**src/rtl/lhp_pkg.sv**
```systemverilog
package lhp_pkg;

  // Strobes from the control to the datapath for one resolve event.
  typedef struct packed {
    logic histWe;   // shift the outcome into the selected history register
    logic cntInc;   // step the selected counter toward taken
    logic cntDec;   // step the selected counter toward not-taken
  } lhpStrobe_t;

  localparam logic [1:0] CNT_RESET = 2'b01;
  localparam logic [1:0] CNT_MAX   = 2'b11;
  localparam logic [1:0] CNT_MIN   = 2'b00;

endpackage

```
**src/rtl/lhp_control.sv**
```systemverilog
module lhp_control
  import lhp_pkg::*;
(
  input  logic       clk,
  input  logic       rstN,
  input  logic       resolveValid,
  input  logic       resolveTaken,
  input  logic [1:0] resolveCnt,
  output lhpStrobe_t strobe
);

  logic atMax;
  logic atMin;

  always_comb begin
    atMax = (resolveCnt == CNT_MAX);
    atMin = (resolveCnt == CNT_MIN);
    strobe.histWe = resolveValid;
    strobe.cntInc = resolveValid && resolveTaken && !atMax;
    strobe.cntDec = resolveValid && !resolveTaken && !atMin;
  end

  // the counter only moves one way per event
  a_r4_one_direction: assert property (@(posedge clk) disable iff (!rstN)
    $onehot0({strobe.cntInc, strobe.cntDec}));

  // no increment is requested on a counter that the datapath reports saturated high
  a_r4_no_wrap_high: assert property (@(posedge clk) disable iff (!rstN)
    strobe.cntInc |-> resolveCnt != CNT_MAX);

  // no decrement is requested on a counter that the datapath reports saturated low
  a_r4_no_wrap_low: assert property (@(posedge clk) disable iff (!rstN)
    strobe.cntDec |-> resolveCnt != CNT_MIN);

endmodule

```
**src/rtl/lhp_datapath.sv**
```systemverilog
module lhp_datapath
  import lhp_pkg::*;
#(
  parameter int PC_W         = 32,
  parameter int HIST_ENTRIES = 16,
  parameter int HIST_W       = 4,
  parameter int ALIGN_BITS   = 2
) (
  input  logic            clk,
  input  logic            rstN,
  input  logic [PC_W-1:0] lookupPc,
  input  logic [PC_W-1:0] resolvePc,
  input  logic            resolveTaken,
  input  lhpStrobe_t      strobe,
  output logic            predTaken,
  output logic [1:0]      resolveCnt
);

  localparam int IDX_W = $clog2(HIST_ENTRIES);
  localparam int PHT_N = 1 << HIST_W;

  logic [HIST_ENTRIES-1:0][HIST_W-1:0] histTable;
  logic [PHT_N-1:0][1:0]               phtTable;

  logic [IDX_W-1:0]  lookupIdx;
  logic [IDX_W-1:0]  resolveIdx;
  logic [HIST_W-1:0] lookupHist;
  logic [HIST_W-1:0] resolveHist;
  logic [HIST_W-1:0] nextHist;
  logic [1:0]        cntUp;
  logic [1:0]        cntDown;

  // First level: address-selected local history
  always_comb begin
    lookupIdx   = lookupPc[ALIGN_BITS +: IDX_W];
    resolveIdx  = resolvePc[ALIGN_BITS +: IDX_W];
    lookupHist  = histTable[lookupIdx];
    resolveHist = histTable[resolveIdx];
  end

  // Second level: history-selected counter
  always_comb begin
    predTaken  = phtTable[lookupHist][1];
    resolveCnt = phtTable[resolveHist];
    cntUp      = resolveCnt + 2'd1;
    cntDown    = resolveCnt - 2'd1;
  end

  // Shift variant chosen by history width
  generate
    if (HIST_W > 1) begin : g_shift_wide
      assign nextHist = {resolveHist[HIST_W-2:0], resolveTaken};
    end else begin : g_shift_one
      assign nextHist = resolveTaken;
    end
  endgenerate

  // One register per history entry
  generate
    for (genvar h = 0; h < HIST_ENTRIES; h++) begin : g_hist
      logic entryWe;
      assign entryWe = strobe.histWe && (resolveIdx == IDX_W'(h));
      always_ff @(posedge clk or negedge rstN) begin
        if (!rstN) begin
          histTable[h] <= '0;
        end else if (entryWe) begin
          histTable[h] <= nextHist;
        end
      end
    end
  endgenerate

  // One saturating counter per history pattern
  generate
    for (genvar p = 0; p < PHT_N; p++) begin : g_pht
      logic hit;
      assign hit = (resolveHist == HIST_W'(p));
      always_ff @(posedge clk or negedge rstN) begin
        if (!rstN) begin
          phtTable[p] <= CNT_RESET;
        end else if (hit && strobe.cntInc) begin
          phtTable[p] <= cntUp;
        end else if (hit && strobe.cntDec) begin
          phtTable[p] <= cntDown;
        end
      end
    end
  endgenerate

  // the newest history bit of the written entry is the resolved outcome
  a_r5_newest_bit: assert property (@(posedge clk) disable iff (!rstN)
    strobe.histWe |=> histTable[$past(resolveIdx)][0] == $past(resolveTaken));

  // histories hold when nothing resolves
  a_r6_hist_hold: assert property (@(posedge clk) disable iff (!rstN)
    !strobe.histWe |=> $stable(histTable));

  // counters hold when no step is requested
  a_r6_pht_hold: assert property (@(posedge clk) disable iff (!rstN)
    !(strobe.cntInc || strobe.cntDec) |=> $stable(phtTable));

  // a trained counter lands exactly one step up
  a_r4_step_up: assert property (@(posedge clk) disable iff (!rstN)
    strobe.cntInc |=> phtTable[$past(resolveHist)] == $past(resolveCnt) + 2'd1);

  // a trained counter lands exactly one step down
  a_r4_step_down: assert property (@(posedge clk) disable iff (!rstN)
    strobe.cntDec |=> phtTable[$past(resolveHist)] == $past(resolveCnt) - 2'd1);

endmodule

```
**src/rtl/lhp_top.sv**
```systemverilog
module lhp_top
  import lhp_pkg::*;
#(
  parameter int PC_W         = 32,
  parameter int HIST_ENTRIES = 16,
  parameter int HIST_W       = 4,
  parameter int ALIGN_BITS   = 2
) (
  input  logic            clk,
  input  logic            rstN,
  input  logic [PC_W-1:0] lookupPc,
  output logic            predTaken,
  input  logic            resolveValid,
  input  logic [PC_W-1:0] resolvePc,
  input  logic            resolveTaken
);

  lhpStrobe_t strobe;
  logic [1:0] resolveCnt;

  lhp_control u_control (
    .clk         (clk),
    .rstN        (rstN),
    .resolveValid(resolveValid),
    .resolveTaken(resolveTaken),
    .resolveCnt  (resolveCnt),
    .strobe      (strobe)
  );

  lhp_datapath #(
    .PC_W        (PC_W),
    .HIST_ENTRIES(HIST_ENTRIES),
    .HIST_W      (HIST_W),
    .ALIGN_BITS  (ALIGN_BITS)
  ) u_datapath (
    .clk         (clk),
    .rstN        (rstN),
    .lookupPc    (lookupPc),
    .resolvePc   (resolvePc),
    .resolveTaken(resolveTaken),
    .strobe      (strobe),
    .predTaken   (predTaken),
    .resolveCnt  (resolveCnt)
  );

  // first cycle out of reset predicts not-taken for any address
  a_r2_reset_not_taken: assert property (@(posedge clk) disable iff (!rstN)
    $rose(rstN) |-> !predTaken);

endmodule

```
**config.mk**
```make
export PLATFORM = sky130hd
export DESIGN_NAME = lhp_top
export DESIGN_NICKNAME = d
export VERILOG_FILES = /design/src/rtl/lhp_pkg.sv /design/src/rtl/lhp_control.sv /design/src/rtl/lhp_datapath.sv /design/src/rtl/lhp_top.sv
export SDC_FILE = /design/constraint.sdc
export NUM_CORES = 1
export LEC_CHECK = 0
export BUFFER_PORTS_ARGS = -buffer_cell sky130_fd_sc_hd__buf_2
export CORE_MARGIN = 1
export CORE_UTILIZATION = 60
export CTS_BUF_LIST = sky130_fd_sc_hd__clkbuf_2
export DETAILED_ROUTE_END_ITERATION = 10
export PLACE_DENSITY = 0.83
export SLEW_MARGIN = 10
export SYNTH_ARGS = -nofsm -noshare
export SYNTH_HDL_FRONTEND = slang
export SYNTH_SLANG_ARGS = --single-unit
```
**constraint.sdc**
```tcl
create_clock -name clk -period 8 [get_ports clk]
set_input_delay 0.8 -clock clk [delete_from_list [all_inputs] [get_ports clk]]
set_output_delay 0.8 -clock clk [all_outputs]
set_load 0.02 [all_outputs]
```
* Word-level counts from Yosys, hierarchy flattened
Index checks and enable logic that the tools add are counted.
** Word-level totals
- Flip-flop bits (word level) :: 96
- Word-level logic and storage cells :: 183
- Bits of input ports :: 68
- Output and inout bits :: 1
** Operators by class
- Magnitude comparators :: 4
- Equal/unequal tests :: 31
- Reduce and logical (&&, ||, !) cells :: 74
- Add/sub/neg operators :: 2
- Multiplexer cells :: 40
** Operators by type and width (count)
- 2-bit 2-to-1 mux :: 34
- 4-bit equality test (second input constant) :: 16
- 1-bit logical AND :: 52
- 4-bit binary-select mux with 4-bit select :: 2
- 4-bit by 3-bit equality test with 1-bit output (second input constant) :: 8
- 2-bit nonzero test :: 16
- 4-bit by 5-bit less-than comparator with 1-bit output (second input constant) :: 4
- 2-bit binary-select mux with 4-bit select :: 2
- 4-bit by 2-bit equality test with 1-bit output (second input constant) :: 4
- 4-bit by 1-bit equality test with 1-bit output (second input constant) :: 2
- 4-bit zero test :: 2
- 4-bit 2-to-1 mux :: 2
- 1-bit zero test :: 3
- 2-bit by 1-bit adder with 2-bit output (second input constant) :: 1
- 2-bit equality test (second input constant) :: 1
- 2-bit zero test :: 1
- 2-bit by 1-bit subtractor with 2-bit output (second input constant) :: 1

* Logic depth before layout (Yosys ltp)
- Word-level depth :: 10
- Mapped depth :: 16
- Gate-level depth less buffers :: 13

* Hierarchy
From an unflattened synthesis, not the netlist that was laid out.
** Unflattened totals
- Cells, all modules :: 424
- Area, all modules :: 5519.0 um^2
** Modules (own cells, without submodules)
- lhp_datapath :: area each 5486.5 um^2, sequential area each 2422.3 um^2, cells an instance 419, instances 1
- lhp_control :: area each 32.5 um^2, sequential area each 0.0 um^2, cells an instance 5, instances 1

* Least setup slack after synthesis
Ideal clock, no wire load.
- Path type :: input to register
- Start point :: input port resolvePc[2]
- End point :: register u_datapath.phtTable[27] in the netlist's numbering
- Slack :: 3832 ps
- Stages :: 13
- Buffers on the path :: 2
- Arrival time :: 4043 ps
- Library setup time :: 125 ps
- Required time :: 7875 ps
- Path through :: buf_6 mux4_1 mux4_2 buf_6 nor2b_4 a32o_1 a221o_1 ha_1 mux2i_1 nand2_1 or3_4 nor2_2 mux2_4
** On the way
- Cells in the longest elaborated chain, start to end :: 9
- Elaborated cells between the ends (all ways) :: 18
- Those cells by class :: 2 x add/sub; 2 x eq/ne; 6 x mux; 8 x reduce/logical
** Ends and longest elaborated chain
- from (decl) :: line lhp_top.sv:14 : input logic [PC_W-1:0] resolvePc,
- 4-bit binary-select mux with 4-bit select (*) :: line lhp_datapath.sv:38 : resolveHist = histTable[resolveIdx];
- 4-bit 2-to-1 mux (not written as such) (*) :: line lhp_datapath.sv:38
- parallel branches: the longest is 7 deep, another holds 2-bit by 1-bit subtractor with 2-bit output
- to (signal, indexed assignment) :: line lhp_datapath.sv:82 : phtTable[p] <= cntUp;
- to (signal, indexed assignment) :: line lhp_datapath.sv:84 : phtTable[p] <= cntDown;
- to (decl) :: line lhp_datapath.sv:23 : logic [PHT_N-1:0][1:0] phtTable;
Mark *: on every way between the ends. The select of a mux whose other input is x is not followed.
A chain may end at the register's enable or synchronous reset.

* Worst setup path after layout
Same ends and word-level chain as after synthesis.

==> key figures <==
Status
  • Outcome: completed

Critical path
  • Reg-to-reg critical path startpoint: u_datapath.histTable[12]
  • Worst EP required: 8500 ps
  • Worst-path cell chain: buf_2 > mux4_1 > mux2_2 > nand2_2 > nand2_1 > mux2i_1 > a32o_1 > a221o_1 > ha_1 > mux2i_1 > nand2_1 > or3_4 > nor2_2 > mux2_4
  • Reg2reg end: u_datapath.phtTable[27]
  • Critical path endpoint category: flip-flop
  • CP Data Arrival Time: 5390 ps
  • CP max stage delay: 670 ps
  • CP startpoint kind: primary input
  • CP max-delay cell: mux4_1
  • Reg2Reg Depth: 13
  • Worst Path Max Fanout: 24
  • CP Class: in -> reg
  • Reg2reg setup slack: 3390 ps

STA
  • Slew headroom: 30.22%
  • Hold Vio Cnt, Final: 0
  • Fin. max-slew vios: 0
  • RSZ-0062 raised after global routing: no
  • Setup Skew: 58.67 ps
  • Clock period minus final worst setup slack: 4892 ps
  • Worst Tran Pin Value: 1044 ps
  • Peak Freq: 204.4 MHz
  • Post-route setup TNS: 0 ps
  • Tcrit/Tclk final: 61.15%
  • Final setup vio count: 0

Clocking
  • CTS Buffer Depth: 2
  • Worst-Skew Late Latency: 630 ps
  • CTS Buf Count: 9
  • # clock sinks: 96
  • Clk root buf: clkbuf_2
  • CTS HTree Levels: 3
  • Post-cts sizing count: 0
  • Worst-path clk slew: 260 ps
  • CTS tree: yes

Yosys
  • Syn Inst Count: 444
  • Synth warn: 0
  • Mapped Nets: 514
  • Post-synthesis cell area: 5658 um2
  • FF+latch count, synth: 96
  • Number of flops mapped to enable cells by yosys: 0
  • Top_reg_cell synth: dfrtp_1
  • Syn_area_per_cell: 12.74 um2
  • Register area share after synthesis: 42.81%
  • Count of cell types in the netlist: 63
  • Ys async rst share: 100.0%

Final layout
  • Fin cells: 560
  • N_diodes: 0
  • Commonest non-fill, non-tap cell in the layout: mux2_2
  • Layout cells sized above 1: 41.43%
  • Fillers: 721
  • Area grow syn2layout: 3.516%
  • Area of the multi-input gates: 3078 um2
  • Nets: 514
  • Most frequent cells in the layout: mux2_2 (89), dfrtp_1 (80), nand2_1 (44), mux2i_1 (29), mux4_2 (23)
  • FF+latch area: 2422 um2

GRT
  • First-pass GRT wire length: 21350 um
  • Largest net degree at the start of global routing: 66
  • Gr ovfl total: 0
  • Initial antenna violation count: 0
  • Global Route Usage Sum: 29.27%
  • Vias in the first global route: 4001

Place
  • Placer Congestion: 0.8722
  • # placed instances: 543
  • Final HPWL DP: 9191 um
  • Port Buffers: 12

Die
  • Die width: 99.11 um
  • # IOs: 69
  • Initial Utilization: 61.52%
  • Floorplan row count: 35
  • Core ar.: 9196 um2
  • Die height: 99.11 um
  • Die area: 9822 um2

Job
  • Max Cap Viol: 0

Pwr
  • Comb power frac: 39.7%
  • Psw: 649.3 uW
  • Int Pwr: 1.045 mW
  • Power Density: 289.3 nW/um2
  • Leak: 2.513 nW
  • Sequential Power Share: 46.4%
  • Switching Share: 38.32%
  • Clock share of power: 13.9%
  • Maximum vdd drop: 0.1064 mV

Detailed routing
  • DR vias: 3792
  • Antenna Nets Post-Route: 0
  • DRC viols: 0
  • Initial DRC Count: 360
  • Detail-routed net length per standard cell: 23.17 um
  • Post-DR vias/cell: 6.771
  • Final WL: 12980 um
  • DR pass1 iterations: 5

Min path
  • Hold Path Depth: 1
  • Hold path startpoint: u_datapath.histTable[19]
  • HP Class: reg -> reg
  • Hold Path End: u_datapath.histTable[19]
==> flip-flops by register name, summed over array words and instances, names as in the netlist <==
signal / cells
u_datapath.histTable: 64
u_datapath.phtTable: 32
==> power groups by stage <==
stage                     clock network (mW)  registers (mW)  logic [mW]
final                                  0.236           0.785       0.673
after global routing                   0.263           0.803       0.736
after CTS                              0.241           0.781       0.661
after detailed placement                   0           0.793       0.659
after global placement                     0           0.777       0.632
after floorplan                            0           0.740       0.539
==> critical path: cells and delay by family <==
kind	cells	cell delay [ps]
AOI/OAI and AO/OA	2	560
adders and majority gates	1	210
buffers and inverters	1	480
muxes	5	1710
and+or+nand+nor	5	1590
==> cell usage after synthesis (all sizes together), types with 7 or more instances <==
cell type  count  area [um2]
dfstp         16       420.4
o21ai         12       60.05
dfrtp         80        2002
nor2          21       96.34
nand3          7       35.03
mux2i         30       304.0
mux2          94        1066
clkbuf         9       33.78
nor2b         11       83.83
mux4          29       675.7
nand2         45       171.4
buf           16       105.1
==> per-layer routing <==
metal	vias to the layer above	wire (um)	track usage, %
li1	1667	-	-
met1	1957	5575	41.01
met2	142	6341	44.76
met3	26	739	6.535
met4	0	320	12.10
met5	-	0	0
==> stage by stage <==
stage	setup WS (ps)	power [mW]	utilization (%)	cell area [um2]	hold WS (ps)
2_1_floorplan	3832	1.280	-	5658	459.2
3_3_place_gp	2556	1.409	62.29	5728	489.2
3_5_place_dp	2450	1.453	62.29	5728	507.8
4_1_cts	3105	1.684	63.50	5839	18.74
5_1_grt	2915	1.801	63.69	5857	535.4
6_report	3108	1.694	63.69	5857	563.1
==> how the worst max path moves through the flow <==
| stage | startpoint | endpoint | slack, ps |
|---|---|---|---|
| after CTS | resolvePc[2] | u_datapath.phtTable[3] | 3110 |
| after detailed placement | resolvePc[2] | u_datapath.phtTable[3] | 2450 |
| after floorplan | resolvePc[2] | u_datapath.phtTable[27] | 3830 |
| final | resolvePc[2] | u_datapath.phtTable[27] | 3110 |
| after global routing | resolvePc[2] | u_datapath.phtTable[27] | 2910 |
| after global placement | resolvePc[2] | u_datapath.phtTable[19] | 2560 |
==> cell type report <==
cell class / instances / area share [%]
clock buffer: 9 / 0.7691
clock inverter: 7 / 1.132
inverter: 7 / 0.4486
multi-input combinational: 316 / 52.55
sequential: 96 / 41.36
tap: 111 / 2.371
timing repair buffer: 14 / 1.367
==> cell families after synthesis <==
kind of cell,after synthesis,synth area share (%)
mux,153,36.16
simple gates,107,9.974
buf+inv,32,2.919
flops,96,42.81
compound gates,53,7.541
xor+xnor,1,0.1548
fa+ha+maj,2,0.4422
==> timing repair <==
action	in CTS	in global routing
hold buffers	0	1
buffers inserted	0	0
hold endpoints to repair	0	10
(Power assumes the default switching activity.)
